===== src/rtl/endian_pkg.sv =====
package endian_pkg;
   localparam int LANES  = 4;
   localparam int LANE_W = $clog2(LANES);
   localparam int NB_W   = LANE_W + 1;

   typedef enum logic [1:0] {
      END_LITTLE   = 2'b00,
      END_BIG_WORD = 2'b01,
      END_BIG_BYTE = 2'b10,
      END_SPARE    = 2'b11
   } endian_mode_e;

   typedef enum logic [1:0] {
      SZ_BYTE  = 2'd0,
      SZ_HALF  = 2'd1,
      SZ_WORD  = 2'd2,
      SZ_SPARE = 2'd3
   } acc_size_e;

   // Where an access sits on the lanes and how its bytes are ordered
   typedef struct packed {
      logic [LANE_W-1:0] base;
      logic [NB_W-1:0]   nbytes;
      logic              rev;
      logic              err;
   } lane_plan_t;
endpackage


===== src/rtl/endian_lane_ctl.sv =====
module endian_lane_ctl
   import endian_pkg::*;
#(
   parameter bit FETCH_PATH = 1'b0
) (
   input  logic [1:0]        mode_i,
   input  logic [1:0]        size_i,
   input  logic [LANE_W-1:0] offs_i,
   output lane_plan_t        plan_o
);
   logic [LANE_W-1:0] flip;
   logic              bad;
   logic              rev;

   always_comb begin
      unique case (size_i)
         SZ_BYTE: bad = 1'b0;
         SZ_HALF: bad = offs_i[0];
         SZ_WORD: bad = |offs_i;
         default: bad = 1'b1;
      endcase
   end

   // word-invariant mode reaches sub-word data by mirroring the offset
   always_comb begin
      flip = '0;
      if (mode_i == END_BIG_WORD) begin
         if (size_i == SZ_BYTE)
            flip = LANE_W'(LANES - 1);
         else if (size_i == SZ_HALF)
            flip = LANE_W'(LANES - 2);
      end
   end

   generate
      if (FETCH_PATH) begin : g_fetch
         // instruction image stays little-endian: never reversed
         assign rev = 1'b0;
      end else begin : g_data
         assign rev = (mode_i == END_BIG_BYTE) && (size_i != SZ_BYTE);
      end
   endgenerate

   assign plan_o.base   = offs_i ^ flip;
   assign plan_o.nbytes = NB_W'(1) << size_i;
   assign plan_o.rev    = rev;
   assign plan_o.err    = bad;
endmodule


===== src/rtl/endian_wr_steer.sv =====
module endian_wr_steer
   import endian_pkg::*;
#(
   parameter int DATA_W = 32
) (
   input  lane_plan_t        plan_i,
   input  logic [DATA_W-1:0] data_i,
   output logic [LANES-1:0]  be_o,
   output logic [DATA_W-1:0] data_o
);
   generate
      for (genvar L = 0; L < LANES; L++) begin : g_lane
         logic [LANE_W-1:0] rel;
         logic [LANE_W-1:0] pick;
         logic              hit;

         assign rel  = LANE_W'(L) - plan_i.base;
         assign hit  = ({1'b0, rel} < plan_i.nbytes);
         assign pick = plan_i.rev ? (LANE_W'(plan_i.nbytes - NB_W'(1)) - rel) : rel;

         assign be_o[L]            = hit;
         assign data_o[8*L +: 8]   = hit ? data_i[8*pick +: 8] : 8'h00;
      end
   endgenerate
endmodule


===== src/rtl/endian_rd_pack.sv =====
module endian_rd_pack
   import endian_pkg::*;
#(
   parameter int DATA_W   = 32,
   parameter bit HAS_SEXT = 1'b1
) (
   input  lane_plan_t        plan_i,
   input  logic              sext_i,
   input  logic [DATA_W-1:0] data_i,
   output logic [DATA_W-1:0] data_o
);
   logic [DATA_W-1:0] packed_v;
   logic              top_bit;
   logic              fill;

   always_comb begin
      packed_v = '0;
      for (int k = 0; k < LANES; k++) begin
         logic [LANE_W-1:0] src;
         if (plan_i.rev)
            src = plan_i.base + LANE_W'(plan_i.nbytes - NB_W'(1)) - LANE_W'(k);
         else
            src = plan_i.base + LANE_W'(k);
         if (NB_W'(k) < plan_i.nbytes)
            packed_v[8*k +: 8] = data_i[8*src +: 8];
      end
   end

   always_comb begin
      top_bit = 1'b0;
      for (int k = 1; k <= LANES; k++) begin
         if (NB_W'(k) == plan_i.nbytes)
            top_bit = packed_v[8*k-1];
      end
   end

   generate
      if (HAS_SEXT) begin : g_sext
         assign fill = sext_i & top_bit;
      end else begin : g_zext
         assign fill = 1'b0;
      end
   endgenerate

   always_comb begin
      data_o = packed_v;
      for (int i = 0; i < DATA_W; i++) begin
         if (i >= 8*int'(plan_i.nbytes))
            data_o[i] = fill;
      end
   end
endmodule


===== src/rtl/endian_bridge.sv =====
module endian_bridge
   import endian_pkg::*;
#(
   parameter int ADDR_W = 32,
   parameter int DATA_W = 32
) (
   input  logic              clk,
   input  logic              rst_n,
   input  logic [1:0]        mode_i,
   input  logic              d_req_i,
   input  logic              d_we_i,
   input  logic [1:0]        d_size_i,
   input  logic              d_signed_i,
   input  logic [ADDR_W-1:0] d_addr_i,
   input  logic [DATA_W-1:0] d_wdata_i,
   output logic [DATA_W-1:0] d_rdata_o,
   output logic              d_rvalid_o,
   output logic              d_misalign_o,
   input  logic              f_req_i,
   input  logic              f_half_i,
   input  logic [ADDR_W-1:0] f_addr_i,
   output logic [DATA_W-1:0] f_instr_o,
   output logic              f_ivalid_o,
   output logic              f_misalign_o,
   output logic              m_req_o,
   output logic              m_we_o,
   output logic [ADDR_W-1:0] m_addr_o,
   output logic [3:0]        m_be_o,
   output logic [DATA_W-1:0] m_wdata_o,
   input  logic [DATA_W-1:0] m_rdata_i,
   output logic              i_req_o,
   output logic [ADDR_W-1:0] i_addr_o,
   input  logic [DATA_W-1:0] i_rdata_i
);
   generate
      if (DATA_W != 8*LANES) begin : g_bad_data_w
         $error("endian_bridge: DATA_W must equal 8*LANES");
      end
      if (ADDR_W <= LANE_W) begin : g_bad_addr_w
         $error("endian_bridge: ADDR_W too narrow");
      end
   endgenerate

   logic [1:0]        mode_q;
   logic              d_pend_q, f_pend_q;
   lane_plan_t        d_plan, f_plan, d_plan_q, f_plan_q;
   logic              d_sext_q;
   logic [LANES-1:0]  d_be;
   logic [DATA_W-1:0] d_wlane, d_rword, f_rword;
   logic              busy;
   logic [1:0]        f_size;

   // ---------------- mode register ----------------
   assign busy = d_req_i | f_req_i | d_pend_q | f_pend_q;

   always_ff @(posedge clk or negedge rst_n) begin
      if (!rst_n)
         mode_q <= END_LITTLE;
      else if (!busy)
         mode_q <= mode_i;
   end

   // ---------------- data side ----------------
   endian_lane_ctl #(.FETCH_PATH(1'b0)) u_d_ctl (
      .mode_i (mode_q),
      .size_i (d_size_i),
      .offs_i (d_addr_i[LANE_W-1:0]),
      .plan_o (d_plan)
   );

   endian_wr_steer #(.DATA_W(DATA_W)) u_d_wr (
      .plan_i (d_plan),
      .data_i (d_wdata_i),
      .be_o   (d_be),
      .data_o (d_wlane)
   );

   assign d_misalign_o = d_req_i & d_plan.err;
   assign m_req_o      = d_req_i & ~d_plan.err;
   assign m_we_o       = m_req_o & d_we_i;
   assign m_addr_o     = {d_addr_i[ADDR_W-1:LANE_W], LANE_W'(0)};
   assign m_be_o       = m_req_o ? d_be : '0;
   assign m_wdata_o    = m_we_o ? d_wlane : '0;

   always_ff @(posedge clk or negedge rst_n) begin
      if (!rst_n) begin
         d_pend_q <= 1'b0;
         d_plan_q <= '0;
         d_sext_q <= 1'b0;
      end else begin
         d_pend_q <= m_req_o & ~d_we_i;
         if (m_req_o & ~d_we_i) begin
            d_plan_q <= d_plan;
            d_sext_q <= d_signed_i;
         end
      end
   end

   endian_rd_pack #(.DATA_W(DATA_W), .HAS_SEXT(1'b1)) u_d_rd (
      .plan_i (d_plan_q),
      .sext_i (d_sext_q),
      .data_i (m_rdata_i),
      .data_o (d_rword)
   );

   assign d_rvalid_o = d_pend_q;
   assign d_rdata_o  = d_pend_q ? d_rword : '0;

   // ---------------- fetch side ----------------
   assign f_size = f_half_i ? SZ_HALF : SZ_WORD;

   endian_lane_ctl #(.FETCH_PATH(1'b1)) u_f_ctl (
      .mode_i (mode_q),
      .size_i (f_size),
      .offs_i (f_addr_i[LANE_W-1:0]),
      .plan_o (f_plan)
   );

   assign f_misalign_o = f_req_i & f_plan.err;
   assign i_req_o      = f_req_i & ~f_plan.err;
   assign i_addr_o     = {f_addr_i[ADDR_W-1:LANE_W], LANE_W'(0)};

   always_ff @(posedge clk or negedge rst_n) begin
      if (!rst_n) begin
         f_pend_q <= 1'b0;
         f_plan_q <= '0;
      end else begin
         f_pend_q <= i_req_o;
         if (i_req_o)
            f_plan_q <= f_plan;
      end
   end

   endian_rd_pack #(.DATA_W(DATA_W), .HAS_SEXT(1'b0)) u_f_rd (
      .plan_i (f_plan_q),
      .sext_i (1'b0),
      .data_i (i_rdata_i),
      .data_o (f_rword)
   );

   assign f_ivalid_o = f_pend_q;
   assign f_instr_o  = f_pend_q ? f_rword : '0;
endmodule


===== config.mk =====
export PLATFORM = sky130hd
export DESIGN_NAME = endian_bridge
export DESIGN_NICKNAME = d
export VERILOG_FILES = /design/src/rtl/endian_pkg.sv /design/src/rtl/endian_lane_ctl.sv /design/src/rtl/endian_wr_steer.sv /design/src/rtl/endian_rd_pack.sv /design/src/rtl/endian_bridge.sv
export SDC_FILE = /design/constraint.sdc
export NUM_CORES = 1
export LEC_CHECK = 0
export ABC_AREA = 0
export BUFFER_PORTS_ARGS = -buffer_cell sky130_fd_sc_hd__buf_2
export CORE_AREA = 2 2 133 135
export DETAILED_ROUTE_END_ITERATION = 12
export DIE_AREA = 0 0 135 137
export PLACE_DENSITY = 0.56
export SYNTH_ARGS = -nofsm -noshare
export SYNTH_HDL_FRONTEND = slang
export SYNTH_SLANG_ARGS = --single-unit

===== constraint.sdc =====
create_clock -name clk -period 4.9 [get_ports clk]
set_input_delay 0.98 -clock clk [delete_from_list [all_inputs] [get_ports clk]]
set_output_delay 0.98 -clock clk [all_outputs]
set_load 0.02 [all_outputs]

# == Word-level counts from Yosys, hierarchy flattened ==
# Cells that the tools add are included.
# totals
regBits,16
output_inout_bits,171
wordCells,251
# op_classes
addsub,20
magnitude_cmp,76
n_eq_ne,10
n_shift,14
mux,101
bitwise,15
n_reduce_logical,6
# op_table
operator,count
$shiftx 32x6->8,12
$ge 5x6->1 const A,32
$ge 4x6->1 const A,16
$mux 32,3
$mux 8,12
$mux 1,68
$ge 3x6->1 const A,8
$mux 2,15
$ge 1x6->1 const A,4
$ge 2x6->1 const A,4
$lt 1x3->1 const A,4
$lt 2x3->1,4
$lt 2x3->1 const A,4
$add 2x2->2 const B,4
$sub 2x2->2,4
$and 1x1->1,7
$eq 2x1->1 const B,3
$eq 2x2->1 const B,3
$eq 2x3->1 const A,2
$pmux 1 s3,2
$shl 1x2->3 const A,2
$sub 2x1->2 const B,3
$add 2x1->2 const B,2
$logic_not 2->1,2
other kinds (13),22

# == Logic depth before layout (Yosys ltp) ==
# Gate-level depths: netlist of run 1.
# logic_depth
depth_word,12
depth_mapped,11

# == Cells and area by module ==
# Synthesis of run 1 repeated with hierarchy kept, for this count alone.
# unflattened
hier_cells,712
hier_area_um2,5865.6
# by_module_without_submodules
mod,n_inst,cells_per_inst,area_each_um2,seq_area_each_um2
endian_bridge,1,220,1885.6,475.5
endian_rd_pack (u_d_rd),1,128,1335.0,0.0
endian_wr_steer,1,175,1285.0,0.0
endian_rd_pack (u_f_rd),1,163,1176.1,0.0
endian_lane_ctl (u_d_ctl),1,13,93.8,0.0
endian_lane_ctl (u_f_ctl),1,13,90.1,0.0

# == Worst setup path after synthesis of run 1 ==
# Ideal clock, no wire load.
# synth_timing
kind,input -> output
from,in d_size_i[0]
to,out m_wdata_o[13]
arrival_ps,3985
t_required_ps,3920
path_slack_ps,-65
stages,10
path_buffers,2
cell_sequence,buf_6 or2_2 ha_1 nor3b_2 xnor2_4 inv_1 xnor2_1 buf_2 nor2_1 a2111oi_0
# synth_rtl
item,line_no,rtl
start: declaration,endian_bridge.sv:12,"input logic [1:0] d_size_i,"
end: declaration,endian_bridge.sv:29,"output logic [DATA_W-1:0] m_wdata_o,"

==> results.cfg, run 1 <==
[worst_setup_path]
arrival_ns = 3.70
endpoint_kind = primary output
crit_required_ns = 3.92
start_kind = primary input
critical_path_class = primary input to primary output
worstPathMaxFanout = 9

[detailed_routing]
drtIter0Drc = 225
vias = 4362
routed_wirelength_mm = 14.62
drt_pass1_iterations = 4
vias_per_cell = 5.187
wire_per_inst_um = 17.38
drcViolationCount = 0
antenna_left = 0

[clock_tree]
cts-resized-gates = 0
postCtsHoldBufs = 0
cts_buffer_depth = 2
clkSlewWorstSetupHoldPaths_ns = 0.05
root_buffer = clkbuf_16
cts_setup_buffers = 0
h-tree-depth = 1
numCtsBuffers = 3
cts_tree = built
clk_latency_ns = 0.24
cts_sinks = 15

[global_routing]
antenna_found_initial = 0
grt_max_degree = 34
grt_use_total_pct = 14.49
overflow = 0
grt_pass1_vias = 4075
grt_pass1_wl_mm = 21.65

[synthesis]
synth_flop_cell = dfrtp_1
syn_area_mm2 = 0.004746
ys_top_cells_by_area = mux4_2, buf_4, mux4_1
ys.warnings.count = 0
synth_cells = 473
yosys.area.top_type_share_pct = 25.15
synth.distinct_cells = 53
synth_edf_count = 0
ys_async_sr_fraction_pct = 100.0
ys_seq_area_share_pct = 7.909
yosysTopAreaCell = mux4_2
ys_ff_latch = 15
synth.avg_cell_area_um2 = 10.03

[die]
die_h_um = 137
initial_core_util_pct = 27.82
core_area_mm2 = 0.01706
fp-row-count = 48
die_area_mm2 = 0.01850
die_w_um = 135
num_io_pins = 342

[sta]
tns_ns = 0
setup_viol = 0
clock_skew_ns = 0.0007648
hold_violations = 0
fin_crit_sh_pct = 95.48
slew_headroom_pct = 55.56
rsz0062_at_grt = no
maxSlewViolCount = 0
tightest_slew_ns = 0.6621
fmax_mhz = 213.7
post-route-min-period_ns = 4.678

[placed_design]
io_buffers = 217
gp_congestion = 0.8230
placed_cell_area_mm2 = 0.005627
dp_hpwl_mm = 11.79

[status]
status = complete, no violations

[final_layout]
synthToLayoutAreaGrowth_pct = 20.27
nFillCells = 1780
layout.nets = 795
final_cell_area_mm2 = 0.005708
final_cell_mix = buf_2, mux4_2, nor2_1
layout-drive-gt1-share_pct = 53.50
layout_commonest_cell = buf_2

[power_and_ir_drop]
power.leakage_uw = 0.002800
p_per_area_mw_per_mm2 = 252.7
peakVddDrop_v = 0.0001215

[hold_path]
hp-class = flop to flop

[flow_run]
cap_violations = 0
cell type report:
cell class | instances | area, um^2 | share of cell area, %
multi-input combinational | 350 | 3690 | 64.64
timing repair buffer | 233 | 1231 | 21.57
sequential | 15 | 375.4 | 6.576
tap | 225 | 281.5 | 4.932
clock buffer | 4 | 78.83 | 1.381
inverter | 13 | 48.80 | 0.8549
antenna | 1 | 2.502 | 0.04384
worst max-delay path: stages:
cell	delay, ns
buf_2	0.15
or2_2	0.35
ha_1	0.22
nor3b_2	0.32
xnor2_4	0.21
inv_1	0.12
ha_1	0.30
a21oi_1	0.13
nor2_1	0.15
a2111oi_0	0.51
buf_2	0.27
cells in the mapped netlist, drive strengths merged (2+ instances only):
cell / number
xnor2: 7
and2b: 2
nand3: 3
mux4: 69
o21ai: 15
a211oi: 10
a21oi: 10
nand2: 18
a22o: 8
dfrtp: 15
nand3b: 4
mux2i: 12
mux2: 28
ha: 8
and3: 18
and2: 11
nor4: 2
xor2: 6
clkbuf: 18
a31oi: 2
buf: 80
a21o: 8
nor2b: 36
nand2b: 3
a2111oi: 8
inv: 13
a22oi: 7
nor2: 38
where the power goes:
group	internal, uW	switching [uW]	total (uW)
clock	110	46.8	157
sequential	144	40.7	184
combinational	576	525	1100
cell families after synthesis:
logic type | after synthesis | share of synthesized area, %
AO/OA/AOI/OAI | 73 | 11.18
XOR/XNOR | 14 | 4.403
adder cells (fa/ha/maj) | 8 | 2.109
buffers and inverters | 111 | 14.58
flip-flops | 15 | 7.909
multiplexers | 109 | 43.18
other | 1 | 0.07902
AND/OR/NAND/NOR | 142 | 16.56
final timing paths:
path	from	cells past startpoint	slack, ns	endpoint
max	d_size_i[1]	11	0.22	m_wdata_o[9]
min	f_plan_q[3]$_DFFE_PN0P_	1	0.51	f_plan_q[3]$_DFFE_PN0P_
max reg2reg	f_ivalid_o$_DFF_PN0_	2	3.34	mode_q[0]$_DFFE_PN0N_
min reg2reg	f_plan_q[3]$_DFFE_PN0P_	1	0.51	f_plan_q[3]$_DFFE_PN0P_
max in group asynchronous	rst_n	1	4.00	d_sext_q$_DFFE_PN0P_
min in group asynchronous	rst_n	1	0.64	mode_q[0]$_DFFE_PN0N_
per-stage QoR:
stage               utilization (%)  power, uW  cells  setup slack (ns)  hold WS (ns)
global placement              32.99       1285    836            0.3127        0.4906
global route                  33.45       1549    840           0.02233        0.5282
floorplan                         -       1090    476          -0.06524        0.4752
CTS                           33.45       1457    840            0.2233        0.5105
detailed placement            32.99       1296    836            0.2266        0.5001
finish                        33.47       1442    841            0.2216        0.5050
registers in the layout, indices dropped and copies added, names as in the netlist:
name / count
f_plan_q: 4
d_rvalid_o: 1
f_ivalid_o: 1
d_sext_q: 1
mode_q: 2
d_plan_q: 6
routing by layer:
metal / share of wire (%) / vias to the layer above / global-route usage (%)
met2: 50 / 163 / 25.41
met1: 43 / 2139 / 19.22
li1: - / 2038 / -
met5: 0 / - / 0
met3: 5.7 / 22 / 2.037
met4: 1.1 / 0 / 2.662
(Power assumes the default switching activity.)
==> inputs of run 2 (changes only) <==
- BUFFER_PORTS_ARGS: -buffer_cell sky130_fd_sc_hd__buf_2 -> -buffer_cell sky130_fd_sc_hd__buf_4
==> run 2 against run 1 <==
Clock skew up 0.0023 ns. Sequential share of layout area down 0.57 points. Via count rose by 1.4%. Count of clock-buffer cells in the layout is the same. Maximum frequency decreased by 1.9%. Clock power is 3% lower. Highest routed layer unchanged. Critical path depth up 1. Final area rose by 9.4%. Flip-flop and latch count unchanged. Sequential power about the same. Worst hold slack improved by 0.00075 ns.
==> results.cfg, run 2 (same netlist as run 1, synthesis figures left out) <==
[status]
status = complete, no violations

[sta]
hold_violations = 0
clock_skew_ns = 0.003026
maxSlewViolCount = 0
fmax_mhz = 209.8
tns_ns = 0
setup_ws_ns = 0.1331
rsz0062_at_grt = no
setup_viol = 0
post-route-min-period_ns = 4.767
slew_headroom_pct = 52.01
fin_crit_sh_pct = 97.28
tightest_slew_ns = 0.7164

[worst_setup_path]
cp.depth = 12
arrival_ns = 3.79
crit_required_ns = 3.92
ff2ff_path_depth = 2
cpLargestDelayFamily = simple AND/OR/NAND/NOR gates
crit_start = d_size_i[1]
critPathCapture = m_wdata_o[16]
reg2reg_slack_ns = 3.34
crit_chain = buf_4 > or2_2 > ha_1 > nor3b_4 > xnor2_4 > xnor2_4 > buf_4 > xor2_4 > buf_4 > mux4_1 > nor2b_1 > buf_4
slowest_stage = mux4_1
timing.rr.end = mode_q[1]$_DFFE_PN0N_
worstPathMaxFanout = 13
worst_path_largest_cell_delay_ns = 0.58
rr_startpoint = f_ivalid_o$_DFF_PN0_
endpoint_kind = primary output
cpMostUsedCell = buf_4
critical_path_class = primary input to primary output
crit_buf_inv = 4
start_kind = primary input

[power_and_ir_drop]
power.leakage_uw = 0.002891
clock_power_share_pct = 10.2
swShare_pct = 41.42
comb_power_share_pct = 77.4
p_switching_uw = 620.6
intPower_uw = 877.6
seqPwrFrac_pct = 12.4
peakVddDrop_v = 0.0001427
p_per_area_mw_per_mm2 = 239.9

[clock_tree]
clkSlewWorstSetupHoldPaths_ns = 0.05
h-tree-depth = 1
postCtsHoldBufs = 0
cts_buffer_depth = 2
cts_sinks = 15
clk_latency_ns = 0.24
cts_setup_buffers = 0
root_buffer = clkbuf_16
numCtsBuffers = 3
cts_tree = built

[final_layout]
layout_commonest_cell = buf_4
final_cell_mix = buf_4, mux4_2, nor2b_1, nor2_1, mux2_2
top_regs = d_plan_q x6, f_plan_q x4, mode_q x2
layout-drive-gt1-share_pct = 53.75
regMostFlops = d_plan_q
largest_register_ff_count = 6
diodes = 0
synthToLayoutAreaGrowth_pct = 31.61
layout.nets = 794

[detailed_routing]
drcViolationCount = 0
routed_wirelength_mm = 15.34
wire_per_inst_um = 18.28
antenna_left = 0
drtIter0Drc = 131
vias = 4423
drt_pass1_iterations = 4
vias_per_cell = 5.272

[die]
initial_core_util_pct = 27.82
core_area_mm2 = 0.01706
die_w_um = 135
num_io_pins = 342
die_area_mm2 = 0.01850
fp-row-count = 48
die_h_um = 137

[hold_path]
min-delay-start = f_plan_q[3]$_DFFE_PN0P_
hold_depth = 1
hp-class = flop to flop

[flow_run]
cap_violations = 0

[placed_design]
pre_cts_slack_ns = -0.005507
gp_congestion = 0.8621
dp_hpwl_mm = 12.62
io_buffers = 217

[global_routing]
antenna_found_initial = 0
grt_pass1_vias = 4384
grt_use_total_pct = 15.27
grt_max_degree = 34
overflow = 0
grt_pass1_wl_mm = 23.14
## run 2: cell types whose count changed in the layout (fill, tap and decap cells not counted), sizes merged
cell / previous run / this run
buf: 233 / 232
diode: 1 / 0
## run 2: per-layer routing
metal / wire length, um / vias to the layer above / global-route usage (%)
met3: 934 / 22 / 2.259
met1: 6234 / 2201 / 19.35
li1: - / 2021 / -
met4: 178 / 0 / 2.662
met2: 7993 / 179 / 27.86
met5: 0 / - / 0
## run 2: how the worst min path moves through the flow
stage	to
2_1_floorplan	f_plan_q[3]$_DFFE_PN0P_
3_3_place_gp	f_plan_q[3]$_DFFE_PN0P_
3_5_place_dp	f_plan_q[3]$_DFFE_PN0P_
4_1_cts	f_plan_q[3]$_DFFE_PN0P_
5_1_grt	f_plan_q[3]$_DFFE_PN0P_
6_report	f_plan_q[3]$_DFFE_PN0P_
## run 2: layout make-up
class,count,area (um^2)
multi-input cells,350,3707
repair buffers,232,1754
flip-flops and latches,15,375.4
inverters,13,48.80
fillers,1763,10810
well taps,225,281.5
clock buffers,4,78.83
## run 2: through the flow
step                hold WS (ns)  area [um^2]  util [%]  instances  total power, uW
finish                    0.5058         6246     36.62        839             1498
global route              0.5240         6246     36.62        839             1600
CTS                       0.5058         6228     36.52        839             1507
detailed placement        0.4951         6150     36.05        835             1348
global placement          0.4893         6150     36.05        835             1319
floorplan                 0.4752         4757         -        476             1090
## run 2: power by group through the flow
stage	Sequential (uW)	Clock (uW)	Combinational [uW]
floorplan	162	0	928
global placement	186	0	1130
detailed placement	187	0	1160
CTS	185	157	1160
global route	190	162	1250
finish	186	153	1160
## run 2: repair_timing
item / in CTS / in global routing
gates resized for setup: 1 / 4
setup endpoints to repair: 1 / 10
pin swaps: 0 / 0
